[config.mk]
export PLATFORM = sky130hd
export DESIGN_NAME = isa_io_bridge
export DESIGN_NICKNAME = d
export VERILOG_FILES = /design/src/rtl/isa_io_bridge_pkg.sv /design/src/rtl/isa_io_addr_map.sv /design/src/rtl/isa_io_lane_swap.sv /design/src/rtl/isa_io_xfer_ctl.sv /design/src/rtl/isa_io_bridge.sv
export SDC_FILE = /design/constraint.sdc
export NUM_CORES = 1
export LEC_CHECK = 0
export CAP_MARGIN = 20
export CORE_UTILIZATION = 41
export CTS_CLUSTER_DIAMETER = 60
export DETAILED_ROUTE_END_ITERATION = 12
export PLACE_DENSITY = 0.91
export SLEW_MARGIN = 15
export SYNTH_ARGS = -nofsm -noshare
export SYNTH_HDL_FRONTEND = slang
export SYNTH_SLANG_ARGS = --single-unit
export TNS_END_PERCENT = 20
[constraint.sdc]
create_clock -name clk -period 2.1 [get_ports clk]
set_clock_uncertainty 0.15 [all_clocks]
set_input_delay 0.21 -clock clk [delete_from_list [all_inputs] [get_ports clk]]
set_output_delay 0.21 -clock clk [all_outputs]
set_load 0.005 [all_outputs]
[src/rtl/isa_io_bridge_pkg.sv]
// Shared types for the CPU-to-ISA I/O bridge.
// Assumes: size code 2'b11 is handled as a word access.
package isa_io_bridge_pkg;

    typedef enum logic [1:0] {
        XS_BYTE = 2'b00,
        XS_HALF = 2'b01,
        XS_WORD = 2'b10,
        XS_WIDE = 2'b11
    } xfer_size_e;

    typedef enum logic [1:0] {
        ST_IDLE = 2'b00,
        ST_WAIT = 2'b01,
        ST_DONE = 2'b10
    } ctl_state_e;

endpackage

[src/rtl/isa_io_addr_map.sv]
// Aperture decode and port-number translation.
// Dense mode keeps the low DENSE_W address bits. Sparse mode keeps PORT_BITS
// low bits and packs the page field PAGE_MSB:PAGE_LSB just above them.
// Assumes: IO_AW covers the sparse result; CPU_AW exceeds PAGE_MSB.
module isa_io_addr_map #(
    parameter int               CPU_AW   = 32,
    parameter int               IO_AW    = 20,
    parameter int               WIN_LOG2 = 23,
    parameter logic [CPU_AW-1:0] WIN_BASE = 32'h8000_0000
) (
    input  logic [CPU_AW-1:0] cpu_addr,
    input  logic              sparse,
    output logic              hit,
    output logic [IO_AW-1:0]  port
);
    localparam int DENSE_W   = 16;
    localparam int PORT_BITS = 5;
    localparam int PAGE_LSB  = 12;
    localparam int PAGE_MSB  = 26;
    localparam int SPARSE_W  = PAGE_MSB - PAGE_LSB + 1 + PORT_BITS;

    logic [IO_AW-1:0] dense_port;
    logic [IO_AW-1:0] sparse_port;

    // Aperture compare on the bits above the window size.
    assign hit = (cpu_addr[CPU_AW-1:WIN_LOG2] == WIN_BASE[CPU_AW-1:WIN_LOG2]);

    // Both candidate port numbers, zero-extended to the I/O width.
    assign dense_port  = {{(IO_AW-DENSE_W){1'b0}}, cpu_addr[DENSE_W-1:0]};
    assign sparse_port = {{(IO_AW-SPARSE_W){1'b0}},
                          cpu_addr[PAGE_MSB:PAGE_LSB], cpu_addr[PORT_BITS-1:0]};

    // Mode select.
    assign port = sparse ? sparse_port : dense_port;

endmodule

[src/rtl/isa_io_lane_swap.sv]
// Byte-lane handling for one data direction.
// Byte: lane 0 only. Halfword: low two lanes, swapped when BIG_ENDIAN.
// Word: all lanes, reversed when BIG_ENDIAN. Unused lanes are zero.
// Assumes: DW is a multiple of 8 and at least 32.
module isa_io_lane_swap
    import isa_io_bridge_pkg::*;
#(
    parameter int DW         = 32,
    parameter bit BIG_ENDIAN = 1'b1
) (
    input  logic [1:0]    size,
    input  logic [DW-1:0] din,
    output logic [DW-1:0] dout
);
    localparam int LANES = DW / 8;

    logic [DW-1:0] half_v;
    logic [DW-1:0] word_v;

    generate
        if (BIG_ENDIAN) begin : g_swap
            // Swapped halfword and reversed word.
            always_comb begin
                half_v = '0;
                half_v[15:0] = {din[7:0], din[15:8]};
                for (int i = 0; i < LANES; i++) begin
                    word_v[8*i +: 8] = din[8*(LANES-1-i) +: 8];
                end
            end
        end else begin : g_straight
            // Lanes pass in order.
            always_comb begin
                half_v = '0;
                half_v[15:0] = din[15:0];
                word_v = din;
            end
        end
    endgenerate

    // Pick the lane arrangement by access size.
    always_comb begin
        dout = '0;
        case (size)
            XS_BYTE: dout[7:0] = din[7:0];
            XS_HALF: dout = half_v;
            default: dout = word_v;
        endcase
    end

endmodule

[src/rtl/isa_io_xfer_ctl.sv]
// Handshake sequencer: idle -> wait for I/O completion -> acknowledge.
// Assumes: the CPU holds its request until ack and drops it in the ack cycle;
// the I/O side asserts io_ack only while io_req is high.
module isa_io_xfer_ctl
    import isa_io_bridge_pkg::*;
(
    input  logic clk,
    input  logic rst_n,
    input  logic start,
    input  logic io_ack,
    output logic load,
    output logic capture,
    output logic io_req,
    output logic ack
);
    ctl_state_e state;

    assign load    = (state == ST_IDLE) && start;
    assign capture = (state == ST_WAIT) && io_ack;
    assign io_req  = (state == ST_WAIT);
    assign ack     = (state == ST_DONE);

    // State advance.
    always_ff @(posedge clk) begin
        if (!rst_n) begin
            state <= ST_IDLE;
        end else begin
            case (state)
                ST_IDLE: if (start)  state <= ST_WAIT;
                ST_WAIT: if (io_ack) state <= ST_DONE;
                default:             state <= ST_IDLE;
            endcase
        end
    end

    // request held until completion.
    p_req_hold_r6: assert property (@(posedge clk) disable iff (!rst_n)
        (io_req && !io_ack) |=> io_req);

    // acknowledge only after a sampled completion.
    p_ack_after_io_r7: assert property (@(posedge clk) disable iff (!rst_n)
        ack |-> $past(io_req && io_ack));

    // acknowledge lasts one cycle.
    p_ack_pulse_r7: assert property (@(posedge clk) disable iff (!rst_n)
        ack |=> !ack);

    // completion ends the request.
    p_req_drop_r6: assert property (@(posedge clk) disable iff (!rst_n)
        (io_req && io_ack) |=> !io_req);

endmodule

[src/rtl/isa_io_bridge.sv]
// CPU-to-ISA I/O bridge top. Decodes the aperture, translates the address
// with the mode sampled at acceptance, handles byte lanes and runs one
// I/O access per CPU access.
// Assumes: CPU inputs stay stable from request until cpu_ack.
module isa_io_bridge
    import isa_io_bridge_pkg::*;
#(
    parameter int                CPU_AW     = 32,
    parameter int                DW         = 32,
    parameter int                IO_AW      = 20,
    parameter int                WIN_LOG2   = 23,
    parameter logic [CPU_AW-1:0] WIN_BASE   = 32'h8000_0000,
    parameter bit                BIG_ENDIAN = 1'b1
) (
    input  logic              clk,
    input  logic              rst_n,
    input  logic              map_mode,
    input  logic              cpu_req,
    input  logic              cpu_we,
    input  logic [1:0]        cpu_size,
    input  logic [CPU_AW-1:0] cpu_addr,
    input  logic [DW-1:0]     cpu_wdata,
    output logic [DW-1:0]     cpu_rdata,
    output logic              cpu_ack,
    output logic              io_req,
    output logic              io_we,
    output logic [1:0]        io_size,
    output logic [IO_AW-1:0]  io_addr,
    output logic [DW-1:0]     io_wdata,
    input  logic [DW-1:0]     io_rdata,
    input  logic              io_ack
);
    logic             hit;
    logic [IO_AW-1:0] port_nxt;
    logic [DW-1:0]    wdata_lanes;
    logic [DW-1:0]    rdata_lanes;
    logic             load;
    logic             capture;

    isa_io_addr_map #(
        .CPU_AW(CPU_AW), .IO_AW(IO_AW), .WIN_LOG2(WIN_LOG2), .WIN_BASE(WIN_BASE)
    ) u_map (
        .cpu_addr(cpu_addr), .sparse(map_mode), .hit(hit), .port(port_nxt)
    );

    isa_io_lane_swap #(.DW(DW), .BIG_ENDIAN(BIG_ENDIAN)) u_wlanes (
        .size(cpu_size), .din(cpu_wdata), .dout(wdata_lanes)
    );

    isa_io_lane_swap #(.DW(DW), .BIG_ENDIAN(BIG_ENDIAN)) u_rlanes (
        .size(io_size), .din(io_rdata), .dout(rdata_lanes)
    );

    isa_io_xfer_ctl u_ctl (
        .clk(clk), .rst_n(rst_n), .start(cpu_req && hit), .io_ack(io_ack),
        .load(load), .capture(capture), .io_req(io_req), .ack(cpu_ack)
    );

    // Latch the translated access at acceptance.
    always_ff @(posedge clk) begin
        if (!rst_n) begin
            io_addr  <= '0;
            io_size  <= XS_BYTE;
            io_we    <= 1'b0;
            io_wdata <= '0;
        end else if (load) begin
            io_addr  <= port_nxt;
            io_size  <= cpu_size;
            io_we    <= cpu_we;
            io_wdata <= wdata_lanes;
        end
    end

    // Capture read data when the I/O side completes.
    always_ff @(posedge clk) begin
        if (!rst_n) begin
            cpu_rdata <= '0;
        end else if (capture) begin
            cpu_rdata <= rdata_lanes;
        end
    end

    // an out-of-aperture request seen while idle is not forwarded.
    p_no_fwd_outside_r2: assert property (@(posedge clk) disable iff (!rst_n)
        (cpu_req && !hit && !io_req && !cpu_ack) |=> !io_req);

    // port number held while the request is outstanding.
    p_addr_stable_r5: assert property (@(posedge clk) disable iff (!rst_n)
        (io_req && !io_ack) |=> $stable(io_addr));

    // write data and size held while outstanding.
    p_data_stable_r6: assert property (@(posedge clk) disable iff (!rst_n)
        (io_req && !io_ack) |=> ($stable(io_wdata) && $stable(io_size) && $stable(io_we)));

endmodule

### Word level (Yosys, flattened, before mapping)

Index checks and enable logic that the tools add are counted.

* register bits after elaboration: 89
* bits in latches: 0
* bits in writable memories: 0
* bits in read-only memories: 0
* input port bits: 104
* output and inout port bits: 89
* word-level logic and storage cells: 28
* memories kept: 0

* $add $sub $neg: 0
* $mul: 0
* div/mod/pow operators: 0
* $lt $le $gt $ge: 0
* equal/unequal tests: 7
* shift-type cells: 0
* multiplexer cells: 8
* bitwise operators: 0
* reduce and logical (&&, ||, !) cells: 7

Operator list (number)
* $pmux 24 s2: 2
* $pmux 8 s2: 2
* $mux 20: 1
* $eq 9x9->1 const B: 1
* $eq 2x1->1 const B: 3
* $logic_not 2->1: 3
* $mux 2: 2
* $ne 2x1->1 const B: 2
* $pmux 2 s2: 1
* $logic_and 1x1->1: 3
* $eq 2x2->1 const B: 1
* $reduce_and 2->1: 1

### Longest topological paths before layout

Gate-level depths: netlist of the first run.

* depth in word-level cells: 4
* depth in mapped cells: 6
* depth with buffers taken out: 3

### Modules after synthesis

Synthesis of the first run repeated with hierarchy kept, for this count alone.

* cells, all modules: 426
* area total of the unflattened synthesis: 4465.5 sq um

Modules (own cells, without submodules)
* isa_io_bridge: instances 1, cells an instance 281, area an instance 3354.5 sq um, sequential area each 1741.7 sq um
* isa_io_lane_swap: instances 2, cells an instance 55, area an instance 375.4 sq um, sequential area each 0.0 sq um
* isa_io_addr_map: instances 1, cells an instance 25, area an instance 266.5 sq um, sequential area each 0.0 sq um
* isa_io_xfer_ctl: instances 1, cells an instance 10, area an instance 93.8 sq um, sequential area each 40.0 sq um

### Least setup slack after synthesis of the first run

No wires, ideal clock.

* path type: register -> register
* start point: reg u_ctl.state[1]
* end point: reg io_wdata[3]
* setup time: 72 ps
* arrival: 1568 ps
* data required time: 1878 ps
* path slack: 310 ps
* stages on the path, launching flop included: 7
* buffers on the path: 3
* period minus slack after synthesis: 1790 ps
* cell sequence: dfxtp_1 -> or4_1 -> buf_2 -> nor3_4 -> buf_6 -> buf_12 -> mux2i_1

* word-level cells in the longest chain between the ends: 2

RTL lines
* start: declaration: RTL line isa_io_xfer_ctl.sv:16 `ctl_state_e state;`
* start signal: assignment: RTL line isa_io_xfer_ctl.sv:26 `state <= ST_IDLE;`
* start signal: assignment: RTL line isa_io_xfer_ctl.sv:29 `ST_IDLE: if (start) state <= ST_WAIT;`
* start signal: assignment: RTL line isa_io_xfer_ctl.sv:30 `ST_WAIT: if (io_ack) state <= ST_DONE;`
* $logic_not 2->1: RTL line isa_io_xfer_ctl.sv:18 `assign load = (state == ST_IDLE) && start;`
* $logic_and 1x1->1: RTL line isa_io_xfer_ctl.sv:18
* end signal: assignment: RTL line isa_io_bridge.sv:70 `io_wdata <= wdata_lanes;`
* end: declaration: RTL line isa_io_bridge.sv:29 `output logic [DW-1:0] io_wdata,`

No other way between the ends.
A chain may end at the register's enable or synchronous reset.

### Worst setup path in the final report of the first run

* start point: in cpu_addr[23]
* end point: reg io_wdata[31]

* word-level cells in the longest chain between the ends: 3

RTL lines
* start: declaration: RTL line isa_io_bridge.sv:21 `input logic [CPU_AW-1:0] cpu_addr,`
* $eq 9x9->1: RTL line isa_io_addr_map.sv:26 `assign hit = (cpu_addr[CPU_AW-1:WIN_LOG2] == WIN_BASE[CPU_AW-1:WIN_LOG2]);`
* $logic_and 1x1->1: RTL line isa_io_bridge.sv:55 `.clk(clk), .rst_n(rst_n), .start(cpu_req && hit), .io_ack(io_ack),`
* $logic_and 1x1->1: RTL line isa_io_xfer_ctl.sv:18

No other way between the ends.

==> impl_results.md, run 1 <==
* Status: complete, no violations
* Fin. max-slew vios at 0
* Final instance area at 6300 um2
* Setup ws final at 0.154 ns
* Least-Margin Pin Slew at 1.03 ns
* WS Path Type: primary input to flip-flop
* Synthesized instance count at 393
* IO Count at 193
* Iteration-0 DRC Markers at 182
* Setup crit end kind: flip-flop
* Worst-Skew Late Latency at 0.35 ns
* Worst r2r path cells at 4
* DRC viols at 0
* Static Leak at 2.22 nW
* Hold buffer count at CTS at 0
* DRT antenna net count at 0
* H-Tree Depth at 3
* DIE HEIGHT at 99.7 um
* Die Footprint at 9950 um2
* Area delta synth->final at 60.8%
* Cell with the most instances after synthesis: dfxtp_1
* CTS max path bufs at 2
* DR WL met3 at 1060 um
* Clk pin slew, worst setup/hold paths at 0.10 ns
* Vias in the first global route at 3948
* Crit path DAT at 2.08 ns
* RD Place Congestion at 0.903
* Synthesis warning total at 0
* Top sig layer: met4
* Fin cells at 727
* GRT overflow at 0
* Buffers on Ports at 192
* Most area-consuming cells after synthesis: dfxtp_1, mux2i_1, mux2_2
* Share of layout cells above drive strength 1 at 12.7%
* Vias per inst at 5.44
* Final setup vio count at 0
* Peak supply drop at 0.292 mV
* Worst Path Max Fanout at 33
* Top post-synthesis cells by count: dfxtp_1, mux2i_1, nand2_1, a31oi_1, clkbuf_1
* Post-CTS setup buffers at 0
* Biggest area consumer among synthesized cells: dfxtp_1
* DR WL/cell at 17.4 um
* Largest stage delay, worst path at 0.60 ns
* Startpoint types: primary input
* # nets final at 697
* Asr flop ratio synth at 0%
* Max Cap Violations at 0
* Hold endpoint: cpu_rdata[6]
* Antenna diodes at 0
* Hold crit path type: primary input to flip-flop
* Post-Syn Area per Cell at 9.97 um2
* CTS Buf Count at 9
* Total track usage at 25.4%
* Post-DP HPWL at 9690 um
* Root buf cell: clkbuf_8
* Slew margin rel. at 31.4%
* First-pass GRT wire length at 19800 um
* Final wirelength at 12700 um
* M1 wire length at 5020 um
* Area post-placement at 6070 um2
* Pwr per Cell Area at 549 nW/um2
* TritonCTS clock tree: built
* Hold Crit Start: rst_n
* Post-synth cell types at 39
* Hold Fails Final Rpt at 0
* Placed Instances at 711
* R2r setup slk at 0.19 ns
* Area share of the largest cell type after synthesis at 45.5%
* Total power at 3.46 mW
* Die width at 99.7 um
* Reg2reg end: io_wdata[31]
* Mapped cell area at 3920 um2
* Achievable clock frequency at 514 MHz
* Largest net degree at the start of global routing at 44
* Pre-CTS WS at -0.207 ns
* Fin crit period at 1.95 ns
* Worst r2r src: u_ctl.state[1]
* Initial antenna violation count at 0
* Sequential fraction of the synthesis area at 45.5%
* Top FF cell, synth: dfxtp_1
* Synth Register Bits at 89
* Vias at 3955
* Max stage delay cell, worst path: or4b_1
* Crit path cell chain: clkdlybuf4s50_1 -> or4b_1 -> nor3_4 -> buf_12 -> mux2i_1
* Met2 Routed Length at 6280 um
* Worst endpoint required time at 2.23 ns
* Period utilization at 92.7%
* Post-synth EDFFs at 0
* Initial Utilization at 42.4%
* Post-CTS sizing at 0
* Worst hold stages at 3
* TritonRoute pass-1 iters at 5
* CTS sink cnt at 89
* RSZ-0062 raised after global routing: no
* Site row count at 35
* Post-Syn Nets at 497
* Core ar. at 9240 um2
==> cell usage in the layout, fill, tap and decap left out, drive strengths merged, types with 5 or more instances in the layout <==
| cell | instances |
|---|---|
| a211oi | 19 |
| a21oi | 8 |
| a221oi | 8 |
| a22o | 16 |
| a22oi | 8 |
| a31oi | 19 |
| buf | 35 |
| clkbuf | 10 |
| clkdlybuf4s50 | 191 |
| dfxtp | 89 |
| inv | 5 |
| mux2 | 16 |
| mux2i | 43 |
| nand2 | 42 |
| nand2b | 9 |
| nand3 | 9 |
| nand4 | 8 |
| nor2 | 10 |
| nor3 | 9 |
| o211ai | 8 |
| o21ai | 9 |
| o31ai | 7 |
==> power breakdown <==
part / leakage [nW] / switching, mW / internal [mW]
clock network: 0.118 / 0.634 / 0.718
registers: 0.716 / 0.000520 / 1.69
logic: 1.38 / 0.170 / 0.251
==> state kept, by name (all words and copies together) (netlist names) <==
signal / cells
cpu_rdata: 32
io_addr: 20
io_size: 2
io_wdata: 32
io_we: 1
u_ctl.state: 2
==> worst max-delay path, delay by kind of cell <==
kind | cells | cell delay (ns)
buf+inv | 2 | 0.73
mux | 1 | 0.25
simple gates | 2 | 0.87
==> worst max path at each step <==
stage / to / start / slack [ns] / depth (start not counted)
3_3_place_gp: io_wdata[28] / cpu_addr[23] / -0.12 / 5
4_1_cts: io_wdata[31] / cpu_addr[23] / 0.17 / 5
3_5_place_dp: io_wdata[5] / cpu_addr[23] / -0.21 / 5
6_report: io_wdata[31] / cpu_addr[23] / 0.15 / 5
2_1_floorplan: io_wdata[3] / u_ctl.state[1] / 0.31 / 6
5_1_grt: io_req / u_ctl.state[0] / 0.08 / 3
==> logic make-up (layout without fill, tap and decap cells) <==
family	count (synthesis)	count (layout)	share of synthesized area [%]
AO/OA/AOI/OAI	102	102	19.0
buffers and inverters	39	244	5.88
flip-flops	89	89	45.5
multiplexers	59	59	15.6
AND/OR/NAND/NOR	104	104	14.0
==> cell type report <==
type                    count  area, um2
flip-flops and latches     89       1780
well taps                 129        161
inverters                   2       7.51
clock buffers              10        138
repair buffers            226       2180
multi-input cells         265       1930
clock inverters             6       95.1
fillers                   685       2940
==> metrics by stage <==
stage                     hold slack (ns)  setup TNS, ns  util, %
after global placement              0.297          -3.77     65.6
after floorplan                     0.186              0        -
final                              0.0413              0     68.2
after global routing               0.0245              0     68.2
after CTS                          0.0276              0     68.2
after detailed placement            0.295          -5.44     65.6
==> routing by layer <==
layer / vias to the layer above / global-route usage (%)
met4: 0 / 9.95
met5: - / 0
met1: 1880 / 28.6
met2: 184 / 45.0
li1: 1869 / -
met3: 22 / 7.38
(Power assumes the default switching activity.)
==> run 2, diff against run 1 <==
--- a/config.mk
+++ b/config.mk
@@ -14,4 +14,4 @@
 export SYNTH_ARGS = -nofsm -noshare
 export SYNTH_HDL_FRONTEND = slang
 export SYNTH_SLANG_ARGS = --single-unit
-export TNS_END_PERCENT = 20
+export TNS_END_PERCENT = 100
==> results of run 2 <==
The final DEF is identical to that of run 1; final timing and power are the same.
